## config.mk

```make
export PLATFORM = sky130hd
export DESIGN_NAME = uart_brk_tx
export DESIGN_NICKNAME = d
export VERILOG_FILES = /design/src/rtl/uart_brk_pkg.sv /design/src/rtl/ubt_hold.sv /design/src/rtl/ubt_brkctl.sv /design/src/rtl/ubt_seq.sv /design/src/rtl/uart_brk_tx.sv
export SDC_FILE = /design/constraint.sdc
export NUM_CORES = 1
export LEC_CHECK = 0
export BUFFER_PORTS_ARGS = -buffer_cell sky130_fd_sc_hd__buf_2
export CAP_MARGIN = 25
export CORE_AREA = 4 4 68 70
export CTS_BUF_LIST = sky130_fd_sc_hd__clkbuf_16
export DETAILED_ROUTE_END_ITERATION = 10
export DIE_AREA = 0 0 72 74
export PLACE_DENSITY_LB_ADDON = 0.25
export SYNTH_ARGS = -nofsm -noshare
export SYNTH_HDL_FRONTEND = slang
export SYNTH_SLANG_ARGS = --single-unit
```

## constraint.sdc

```tcl
create_clock -name clk -period 2.9 [get_ports clk]
set_input_delay 0.435 -clock clk [delete_from_list [all_inputs] [get_ports clk]]
set_output_delay 0.435 -clock clk [all_outputs]
set_load 0.01 [all_outputs]
```

## src/rtl/uart_brk_pkg.sv

```systemverilog
// Shared types for the break-capable serial transmitter.
package uart_brk_pkg;

    // Sequencer states; each one lasts a whole number of bit periods.
    typedef enum logic [2:0] {
        ST_IDLE,
        ST_START,
        ST_DATA,
        ST_PAR,
        ST_STOP,
        ST_GUARD,
        ST_BREAK,
        ST_MARK
    } txs_e;

endpackage

```

## src/rtl/ubt_hold.sv

```systemverilog
// One-entry holding register.
// Accepts a byte when empty and drops writes when full. It also keeps a tag
// that says whether the byte arrived after a break was requested. Assumes
// that take is raised only while full.
module ubt_hold #(
    parameter int DW = 8
) (
    input  logic          clk,
    input  logic          rst_n,
    input  logic          wr_en,
    input  logic [DW-1:0] wr_data,
    input  logic          tag_in,
    input  logic          take,
    output logic          full,
    output logic [DW-1:0] data,
    output logic          tag
);

    // Load on a write to an empty entry; release when the sequencer takes it.
    always_ff @(posedge clk) begin
        if (!rst_n) begin
            full <= 1'b0;
            data <= '0;
            tag  <= 1'b0;
        end else if (take) begin
            full <= 1'b0;
        end else if (wr_en && !full) begin
            full <= 1'b1;
            data <= wr_data;
            tag  <= tag_in;
        end
    end

    // a write into a full entry leaves the stored byte alone
    a_r3_no_overwrite: assert property (@(posedge clk) disable iff (!rst_n)
        (wr_en && full && !take) |=> (full && $stable(data)));

    // the sequencer only removes a byte that is present
    a_r3_take_only_full: assert property (@(posedge clk) disable iff (!rst_n)
        take |-> full);

endmodule

```

## src/rtl/ubt_brkctl.sv

```systemverilog
// Break command latch.
// Records a start-break request until the sequencer acts on it. It also
// records a stop-break seen during an active break until the mark begins.
// Repeated or out-of-place commands are dropped. Assumes the command pulses
// are synchronous to clk.
module ubt_brkctl (
    input  logic clk,
    input  logic rst_n,
    input  logic brk_start,
    input  logic brk_stop,
    input  logic in_break,
    input  logic break_enter,
    input  logic mark_enter,
    output logic brk_pend,
    output logic stop_req
);

    // Hold a start request until the line actually goes into break.
    always_ff @(posedge clk) begin
        if (!rst_n)
            brk_pend <= 1'b0;
        else if (break_enter)
            brk_pend <= 1'b0;
        else if (brk_start && !in_break)
            brk_pend <= 1'b1;
    end

    // Hold a stop request, valid only inside a break, until the mark starts.
    always_ff @(posedge clk) begin
        if (!rst_n)
            stop_req <= 1'b0;
        else if (mark_enter)
            stop_req <= 1'b0;
        else if (brk_stop && in_break)
            stop_req <= 1'b1;
    end

    // a waiting request never coexists with an active break
    a_r9_pend_not_in_break: assert property (@(posedge clk) disable iff (!rst_n)
        brk_pend |-> !in_break);

    // a stop request only exists while the line is in break
    a_r9_stop_only_in_break: assert property (@(posedge clk) disable iff (!rst_n)
        stop_req |-> in_break);

endmodule

```

## src/rtl/ubt_seq.sv

```systemverilog
// Frame, guard and break sequencer with shift register.
// It moves between states only on baud_tick. When a period ends it picks
// what comes next. A byte accepted before the break request goes first,
// then a waiting break, then any other byte. Assumes guard_bits and
// parity_en change only while the line is idle.
module ubt_seq
    import uart_brk_pkg::*;
#(
    parameter int DW        = 8,
    parameter int GW        = 8,
    parameter int MARK_BITS = 12
) (
    input  logic          clk,
    input  logic          rst_n,
    input  logic          baud_tick,
    input  logic          parity_en,
    input  logic [GW-1:0] guard_bits,
    input  logic          hold_full,
    input  logic          hold_late,
    input  logic [DW-1:0] hold_data,
    input  logic          brk_pend,
    input  logic          stop_req,
    output logic          take,
    output logic          txd,
    output logic          is_idle,
    output logic          in_break,
    output logic          break_enter,
    output logic          mark_enter
);

    localparam int MW  = $clog2(MARK_BITS + 1);
    localparam int IW  = $clog2(DW);
    localparam int CW0 = (GW > MW) ? GW : MW;
    localparam int CW  = (CW0 > IW) ? CW0 : IW;

    txs_e          state, nxt, pick;
    logic [CW-1:0] cnt, cnt_nxt;
    logic [DW-1:0] sh;
    logic          par_bit;

    // Choose what follows the end of a period: early byte, break, later byte.
    always_comb begin
        if (hold_full && !hold_late)
            pick = ST_START;
        else if (brk_pend)
            pick = ST_BREAK;
        else if (hold_full)
            pick = ST_START;
        else
            pick = ST_IDLE;
    end

    // Next state and period counter, advanced only on a baud tick.
    always_comb begin
        nxt     = state;
        cnt_nxt = cnt;
        if (baud_tick) begin
            case (state)
                ST_IDLE:  nxt = pick;
                ST_START: begin
                    nxt     = ST_DATA;
                    cnt_nxt = CW'(DW - 1);
                end
                ST_DATA: begin
                    if (cnt == '0)
                        nxt = parity_en ? ST_PAR : ST_STOP;
                    else
                        cnt_nxt = cnt - CW'(1);
                end
                ST_PAR:   nxt = ST_STOP;
                ST_STOP: begin
                    if (guard_bits != '0) begin
                        nxt     = ST_GUARD;
                        cnt_nxt = CW'(guard_bits) - CW'(1);
                    end else begin
                        nxt = pick;
                    end
                end
                ST_GUARD: begin
                    if (cnt == '0)
                        nxt = pick;
                    else
                        cnt_nxt = cnt - CW'(1);
                end
                ST_BREAK: begin
                    if (stop_req) begin
                        nxt     = ST_MARK;
                        cnt_nxt = CW'(MARK_BITS - 1);
                    end
                end
                ST_MARK: begin
                    if (cnt == '0)
                        nxt = pick;
                    else
                        cnt_nxt = cnt - CW'(1);
                end
                default:  nxt = ST_IDLE;
            endcase
        end
    end

    // State and counter registers.
    always_ff @(posedge clk) begin
        if (!rst_n) begin
            state <= ST_IDLE;
            cnt   <= '0;
        end else begin
            state <= nxt;
            cnt   <= cnt_nxt;
        end
    end

    assign take        = (nxt == ST_START) && (state != ST_START);
    assign break_enter = (nxt == ST_BREAK) && (state != ST_BREAK);
    assign mark_enter  = (nxt == ST_MARK) && (state != ST_MARK);
    assign is_idle     = (state == ST_IDLE);
    assign in_break    = (state == ST_BREAK);

    // Shift register and parity: load on take, shift once per data period.
    always_ff @(posedge clk) begin
        if (!rst_n) begin
            sh      <= '0;
            par_bit <= 1'b0;
        end else if (take) begin
            sh      <= hold_data;
            par_bit <= ^hold_data;
        end else if (baud_tick && state == ST_DATA) begin
            sh <= sh >> 1;
        end
    end

    // Line level for the current state.
    always_comb begin
        case (state)
            ST_START, ST_BREAK: txd = 1'b0;
            ST_DATA:            txd = sh[0];
            ST_PAR:             txd = par_bit;
            default:            txd = 1'b1;
        endcase
    end

    // state moves only on bit boundaries
    a_r2_tick_aligned: assert property (@(posedge clk) disable iff (!rst_n)
        !baud_tick |=> $stable(state));

    // break persists until a stop request has been recorded
    a_r7_break_holds: assert property (@(posedge clk) disable iff (!rst_n)
        (state == ST_BREAK && !stop_req) |=> (state == ST_BREAK));

    // mark lasts until its final counted period ends on a tick
    a_r8_mark_holds: assert property (@(posedge clk) disable iff (!rst_n)
        (state == ST_MARK && !(baud_tick && cnt == '0)) |=> (state == ST_MARK));

endmodule

```

## src/rtl/uart_brk_tx.sv

```systemverilog
// Break-capable asynchronous serial transmitter (top).
// Wires the holding register, the break command latch and the sequencer
// together, and derives the two status flags. Assumes baud_tick is a
// single-cycle enable from an external divider.
module uart_brk_tx #(
    parameter int DW        = 8,
    parameter int GW        = 8,
    parameter int MARK_BITS = 12
) (
    input  logic          clk,
    input  logic          rst_n,
    input  logic          baud_tick,
    input  logic          wr_en,
    input  logic [DW-1:0] wr_data,
    input  logic          parity_en,
    input  logic [GW-1:0] guard_bits,
    input  logic          brk_start,
    input  logic          brk_stop,
    output logic          txd,
    output logic          tx_ready,
    output logic          tx_empty
);

    logic          hold_full, hold_late, take;
    logic [DW-1:0] hold_data;
    logic          brk_pend, stop_req;
    logic          is_idle, in_break, break_enter, mark_enter;

    ubt_hold #(.DW(DW)) u_hold (
        .clk     (clk),
        .rst_n   (rst_n),
        .wr_en   (wr_en),
        .wr_data (wr_data),
        .tag_in  (brk_pend || in_break),
        .take    (take),
        .full    (hold_full),
        .data    (hold_data),
        .tag     (hold_late)
    );

    ubt_brkctl u_brk (
        .clk         (clk),
        .rst_n       (rst_n),
        .brk_start   (brk_start),
        .brk_stop    (brk_stop),
        .in_break    (in_break),
        .break_enter (break_enter),
        .mark_enter  (mark_enter),
        .brk_pend    (brk_pend),
        .stop_req    (stop_req)
    );

    ubt_seq #(.DW(DW), .GW(GW), .MARK_BITS(MARK_BITS)) u_seq (
        .clk         (clk),
        .rst_n       (rst_n),
        .baud_tick   (baud_tick),
        .parity_en   (parity_en),
        .guard_bits  (guard_bits),
        .hold_full   (hold_full),
        .hold_late   (hold_late),
        .hold_data   (hold_data),
        .brk_pend    (brk_pend),
        .stop_req    (stop_req),
        .take        (take),
        .txd         (txd),
        .is_idle     (is_idle),
        .in_break    (in_break),
        .break_enter (break_enter),
        .mark_enter  (mark_enter)
    );

    // Status flags from holding register, sequencer and break latch.
    assign tx_ready = !hold_full;
    assign tx_empty = !hold_full && is_idle && !brk_pend;

    // a fully quiet transmitter always shows an idle line
    a_r10_empty_line_high: assert property (@(posedge clk) disable iff (!rst_n)
        tx_empty |-> txd);

    // a byte accepted before the break request is never skipped by it
    a_r6_char_before_break: assert property (@(posedge clk) disable iff (!rst_n)
        break_enter |-> !(hold_full && !hold_late));

endmodule

```

Yosys cells after proc, flatten, opt, wreduce, memory -nomap -nowiden --
Index checks and enable logic that the tools add are counted. W data, S select, Z words.
Storage, ports and cells: word-level logic and storage cells 75, register bits after elaboration 32, output and inout port bits 3, input port bits 23
Cells by class: bitwise operators 2, mux-type cells 17, eq/ne operators 16, reductions and logical operators 29, $add $sub $neg 2
Operators with widths (number):
- $mux W8 | 5
- $pmux W8 S4 | 1
- $mux W3 | 8
- $pmux W3 S7 | 1
- $eq A3 B3 Y1 const B | 6
- $sub A8 B1 Y8 const B | 2
- $logic_and A1 B1 Y1 | 10
- $reduce_or A2 Y1 | 5
- $logic_not A8 Y1 | 1
- $reduce_bool A8 Y1 | 1
- $reduce_xor A8 Y1 | 1
- $eq A3 B1 Y1 const B | 2
- $eq A3 B2 Y1 const B | 2
- $ne A3 B3 Y1 const B | 2
- $reduce_and A5 Y1 | 1
- $logic_not A1 Y1 | 4
- $ne A2 B1 Y1 const B | 2
- $reduce_bool A4 Y1 | 1
- $logic_not A3 Y1 | 1
- $ne A3 B1 Y1 const B | 1
- $pmux W1 S3 | 1
- $reduce_or A3 Y1 | 1
- $ne A2 B2 Y1 const B | 1
- $not A1 Y1 | 2
- other kinds (4) | 4

Logic depth before layout (Yosys ltp) --
word-level depth 10, mapped depth 11, depth with buffers taken out 10

Modules after synthesis --
Synthesis repeated with hierarchy kept, for this count alone.
Second synthesis, totals: cell total of the unflattened synthesis 267, area total of the unflattened synthesis 2202.1 sq um
Modules (own cells, without submodules):
- ubt_seq | area an instance 1699.1 sq um, sequential area each 400.4 sq um, times used 1, cells an instance 214
- ubt_hold | area an instance 407.9 sq um, sequential area each 200.2 sq um, times used 1, cells an instance 43
- ubt_brkctl | area an instance 72.6 sq um, sequential area each 40.0 sq um, times used 1, cells an instance 7
- uart_brk_tx | area an instance 22.5 sq um, sequential area each 0.0 sq um, times used 1, cells an instance 3

Least setup slack after synthesis --
No wires, ideal clock.
kind input to register, start in guard_bits[3], end reg u_seq.par_bit, setup slack 667 ps, buffers on the path 1, data arrival time 2162 ps, stages 7, setup time 72 ps, cell sequence or4_4 > or2_4 > o21ai_2 > a41oi_2 > nor4_2 > buf_6 > mux2i_1
On the way: word-level cells in the longest chain between the ends 6
Ends and longest elaborated chain:
- from (decl) | RTL line uart_brk_tx.sv:16 | input logic [GW-1:0] guard_bits,
- $reduce_bool A8 Y1 | RTL line ubt_seq.sv:72 | if (guard_bits != '0) begin
- $mux W3 | RTL line ubt_seq.sv:72
- $pmux W3 S7 | RTL line ubt_seq.sv:58 | case (state)
- $mux W3 | RTL line ubt_seq.sv:57 | if (baud_tick) begin
- $eq A3 B1 Y1 | RTL line ubt_seq.sv:113 | assign take = (nxt == ST_START) && (state != ST_START);
- $logic_and A1 B1 Y1 | RTL line ubt_seq.sv:113
- to (signal assigned) | RTL line ubt_seq.sv:126 | par_bit <= ^hold_data;
- to (decl) | RTL line ubt_seq.sv:39 | logic par_bit;
No other way between the ends. A chain may end at the register's enable or synchronous reset.

Worst setup path in the final report --
start reg u_seq.state[0], end reg u_seq.sh[1]
On the way: word-level cells in the longest chain between the ends 7, elaborated cells between the ends (all ways) 20, those cells by class 9 x eq/ne; 6 x mux; 5 x reduce/logical
Ends and longest elaborated chain:
- from (decl) | RTL line ubt_seq.sv:36 | txs_e state, nxt, pick;
- from (signal assigned) | RTL line ubt_seq.sv:108 | state <= nxt;
- $eq A3 B3 Y1 | RTL line ubt_seq.sv:58
- $reduce_or A2 Y1 (no source line)
- $pmux W3 S7 | RTL line ubt_seq.sv:58
- $mux W3 | RTL line ubt_seq.sv:57
- $eq A3 B1 Y1 | RTL line ubt_seq.sv:113
- $logic_and A1 B1 Y1 | RTL line ubt_seq.sv:113
- $mux W8 or $reduce_bool A2 Y1 (tied branches)
- to (signal assigned) | RTL line ubt_seq.sv:125 | sh <= hold_data;
- to (signal assigned) | RTL line ubt_seq.sv:128 | sh <= sh >> 1;
- to (decl) | RTL line ubt_seq.sv:38 | logic [DW-1:0] sh;
Parallel ways exist; a longest one is shown, timed or not.

==> results.txt <==
Warnings from Yosys: 0
GR Overflow Total: 0
Root Driver: clkbuf_16
Skew-Pair Late Insertion Delay: 0.27 ns
Critical path fanouts, max: 16
DR WL/cell: 14.8 um
Setup bufs post-CTS: 0
Post-synth top area cell: dfxtp_1
Leakage power: 0.972 nW
NumNets Final: 320
Sw frac: 35.5%
EDFF count, synth: 0
Maxcap violations: 0
Die Wd: 72 um
Power per standard cell area: 663 nW/um^2
Max VDD drop: 0.000504 V
Drt drc: 0
Cell-internal power: 1.07 mW
Final Cycle Share: 86.1%
Required @ worst endpoint: 3.10 ns
Starting Density: 56.7%
Fin crit period: 2.50 ns
Placed Cells: 339
Startpoint types: flop
Clock Skew: 0.00226 ns
Setup TNS: 0 ns
First-pass GRT wire length: 9.02 mm
Status: completed
Die area: 5330 um^2
R2R Path Start: u_seq.state[0]
Reg-to-Reg End: u_seq.sh[1]
Worst Path Arrival: 2.69 ns
Area growth syn-to-layout: 10.7%
Crit Path Category: flop to flop
Reg2Reg Depth: 7
Initial DRC Count: 188
Final Non-Filler Cells: 347
Clock buffer depth: 2
Post-cts resize count: 0
Crit path capture: u_seq.sh[1]
DPL Wire Length: 3.68 mm
Clk network pwr share: 29.0%
Reg2reg setup slack: 0.40 ns
I/O pin total: 26
Fillers: 377
CTS Buf Count: 5
Switching Power: 0.587 mW
Proportion of layout cells with a drive suffix above 1: 22.2%
Worst Hold Class: input pin to flop
CTS Hold Buffers Added: 0
Final hold slack: 0.412 ns
Final ANT Viol Nets: 0
Power share of the combinational group: 36.9%
Chip height: 74 um
Ys flop type: dfxtp_1
Register bit total from synthesis: 32
Htree depth: 2
Clock sink count: 32
Initial antenna violation count: 0
Core ar.: 3970 um^2
Max-slew headroom: 54.9%
Top cell type's share of synthesized area: 28.4%
Num rows: 23
Routed WL: 5.12 mm
Crit. Startpoint: u_seq.state[0]
Inserted Diodes: 0
Vias: 2,035
Final setup fails: 0
Worst Hold Path Cells: 3
Fraction of registers with async set/reset: 0%
Sequential Power Share: 34.1%
CTS tree: yes
Final Hold Violating Endpoints: 0
Cells after Synth: 272
Largest cells by area after synthesis: dfxtp_1 (28%), nand2_1 (8.5%), mux2i_1 (5.8%)
Most common cell after layout, fill and taps aside: nand2_1
FMAX: 0.400 GHz
Worst-Margin Slew: 0.674 ns
CP endpoint kind: flop
Port bufs: 25
Syn avg cell area: 8.28 um^2
GP Congestion: 0.920
Library cells used by synthesis: 63
Syn Std Cell Area: 2250 um^2
Commonest cells after routing, fill and taps aside: nand2_1 (51), dfxtp_1 (32), buf_2 (25)
Vias in the first global route: 1,946
Largest net degree at the start of global routing: 43
Power, Total: 1.65 mW
RSZ-0062 raised after global routing: no
DRT Pass-1 Iters: 4
Tot GR Track Use: 21.2%
Sequential area share after synthesis: 28.4%
Worst-path clk slew: 0.05 ns
Syn nets: 296
Detail-routed via count per cell: 5.86
Slew Viols, Final: 0
## layer usage
layer / track usage, % / routed length (um) / vias to the layer above / share of wire, %
li1: - / - / 1024 / -
met5: 0 / 0 / - / 0
met4: 7.10 / 50 / 0 / 0.98
met1: 28.2 / 2330 / 947 / 45
met2: 35.0 / 2470 / 60 / 48
met3: 3.78 / 270 / 4 / 5.3
## kinds of logic after synthesis
kind of cell,Yosys count,share of synthesized area [%]
AO/OA/AOI/OAI,68,21.3
XOR/XNOR,13,5.06
adder cells (fa/ha/maj),2,1.00
buffers and inverters,22,7.17
flip-flops,32,28.4
multiplexers,20,9.28
AND/OR/NAND/NOR,115,27.8
## critical path, cell delays in order, from the launching register on
cell     delay [ns]
dfxtp_1        0.64
and3b_1        0.31
nor3b_2        0.20
o41ai_2        0.09
o32a_2         0.45
nor4_2         0.28
buf_4          0.25
mux2i_1        0.20
## power groups by stage
stage / Sequential [mW] / Combinational [mW] / Clock (mW)
CTS: 0.562 / 0.607 / 0.495
global placement: 0.568 / 0.603 / 0
global route: 0.572 / 0.676 / 0.517
detailed placement: 0.570 / 0.603 / 0
floorplan: 0.536 / 0.518 / 0
finish: 0.564 / 0.610 / 0.480
## synth_stat cells (4+ instances only)
master / count
a21boi_0: 12
a21oi_1: 15
and2_1: 4
clkbuf_1: 7
clkbuf_8: 4
dfxtp_1: 32
inv_1: 7
mux2_2: 7
mux2i_1: 13
nand2_1: 51
nand3_1: 7
nor2_1: 14
nor2b_1: 4
nor3_1: 4
o21ai_0: 14
xnor2_1: 8
xor2_1: 5
## registers in the layout, indices dropped and copies added, names as in the netlist
signal and count:
u_seq.sh 8, u_brk.brk_pend 1, u_brk.stop_req 1, u_hold.data 8, u_seq.par_bit 1, u_seq.state 3
u_hold.tag 1, u_hold.full 1, u_seq.cnt 8
## how the worst min path moves through the flow
| stage | to | slack (ns) | startpoint |
|---|---|---|---|
| after global placement | u_seq.par_bit | 0.45 | u_seq.par_bit |
| after floorplan | u_seq.par_bit | 0.44 | u_seq.par_bit |
| after detailed placement | u_seq.par_bit | 0.46 | u_seq.par_bit |
| after global routing | u_hold.data[6] | 0.43 | wr_data[6] |
| final | u_hold.data[5] | 0.41 | wr_data[5] |
| after CTS | u_hold.data[6] | 0.41 | wr_data[6] |
## final cells by class
cell class	count	area (um^2)	share of cell area [%]
multi-input cells	218	1450	58.2
clock buffers	5	125	5.02
repair buffers	32	178	7.12
well taps	50	62.6	2.51
flip-flops and latches	32	641	25.7
inverters	7	26.3	1.05
clock inverters	3	11.3	0.452
## per-stage QoR
stage	cell area (um^2)	util, %	setup slack (ns)
floorplan	2250	-	0.667
global placement	2360	59.4	0.399
detailed placement	2360	59.4	0.333
CTS	2490	62.8	0.397
global route	2490	62.8	0.246
finish	2490	62.8	0.403
Power figures use the tool's default switching activity.
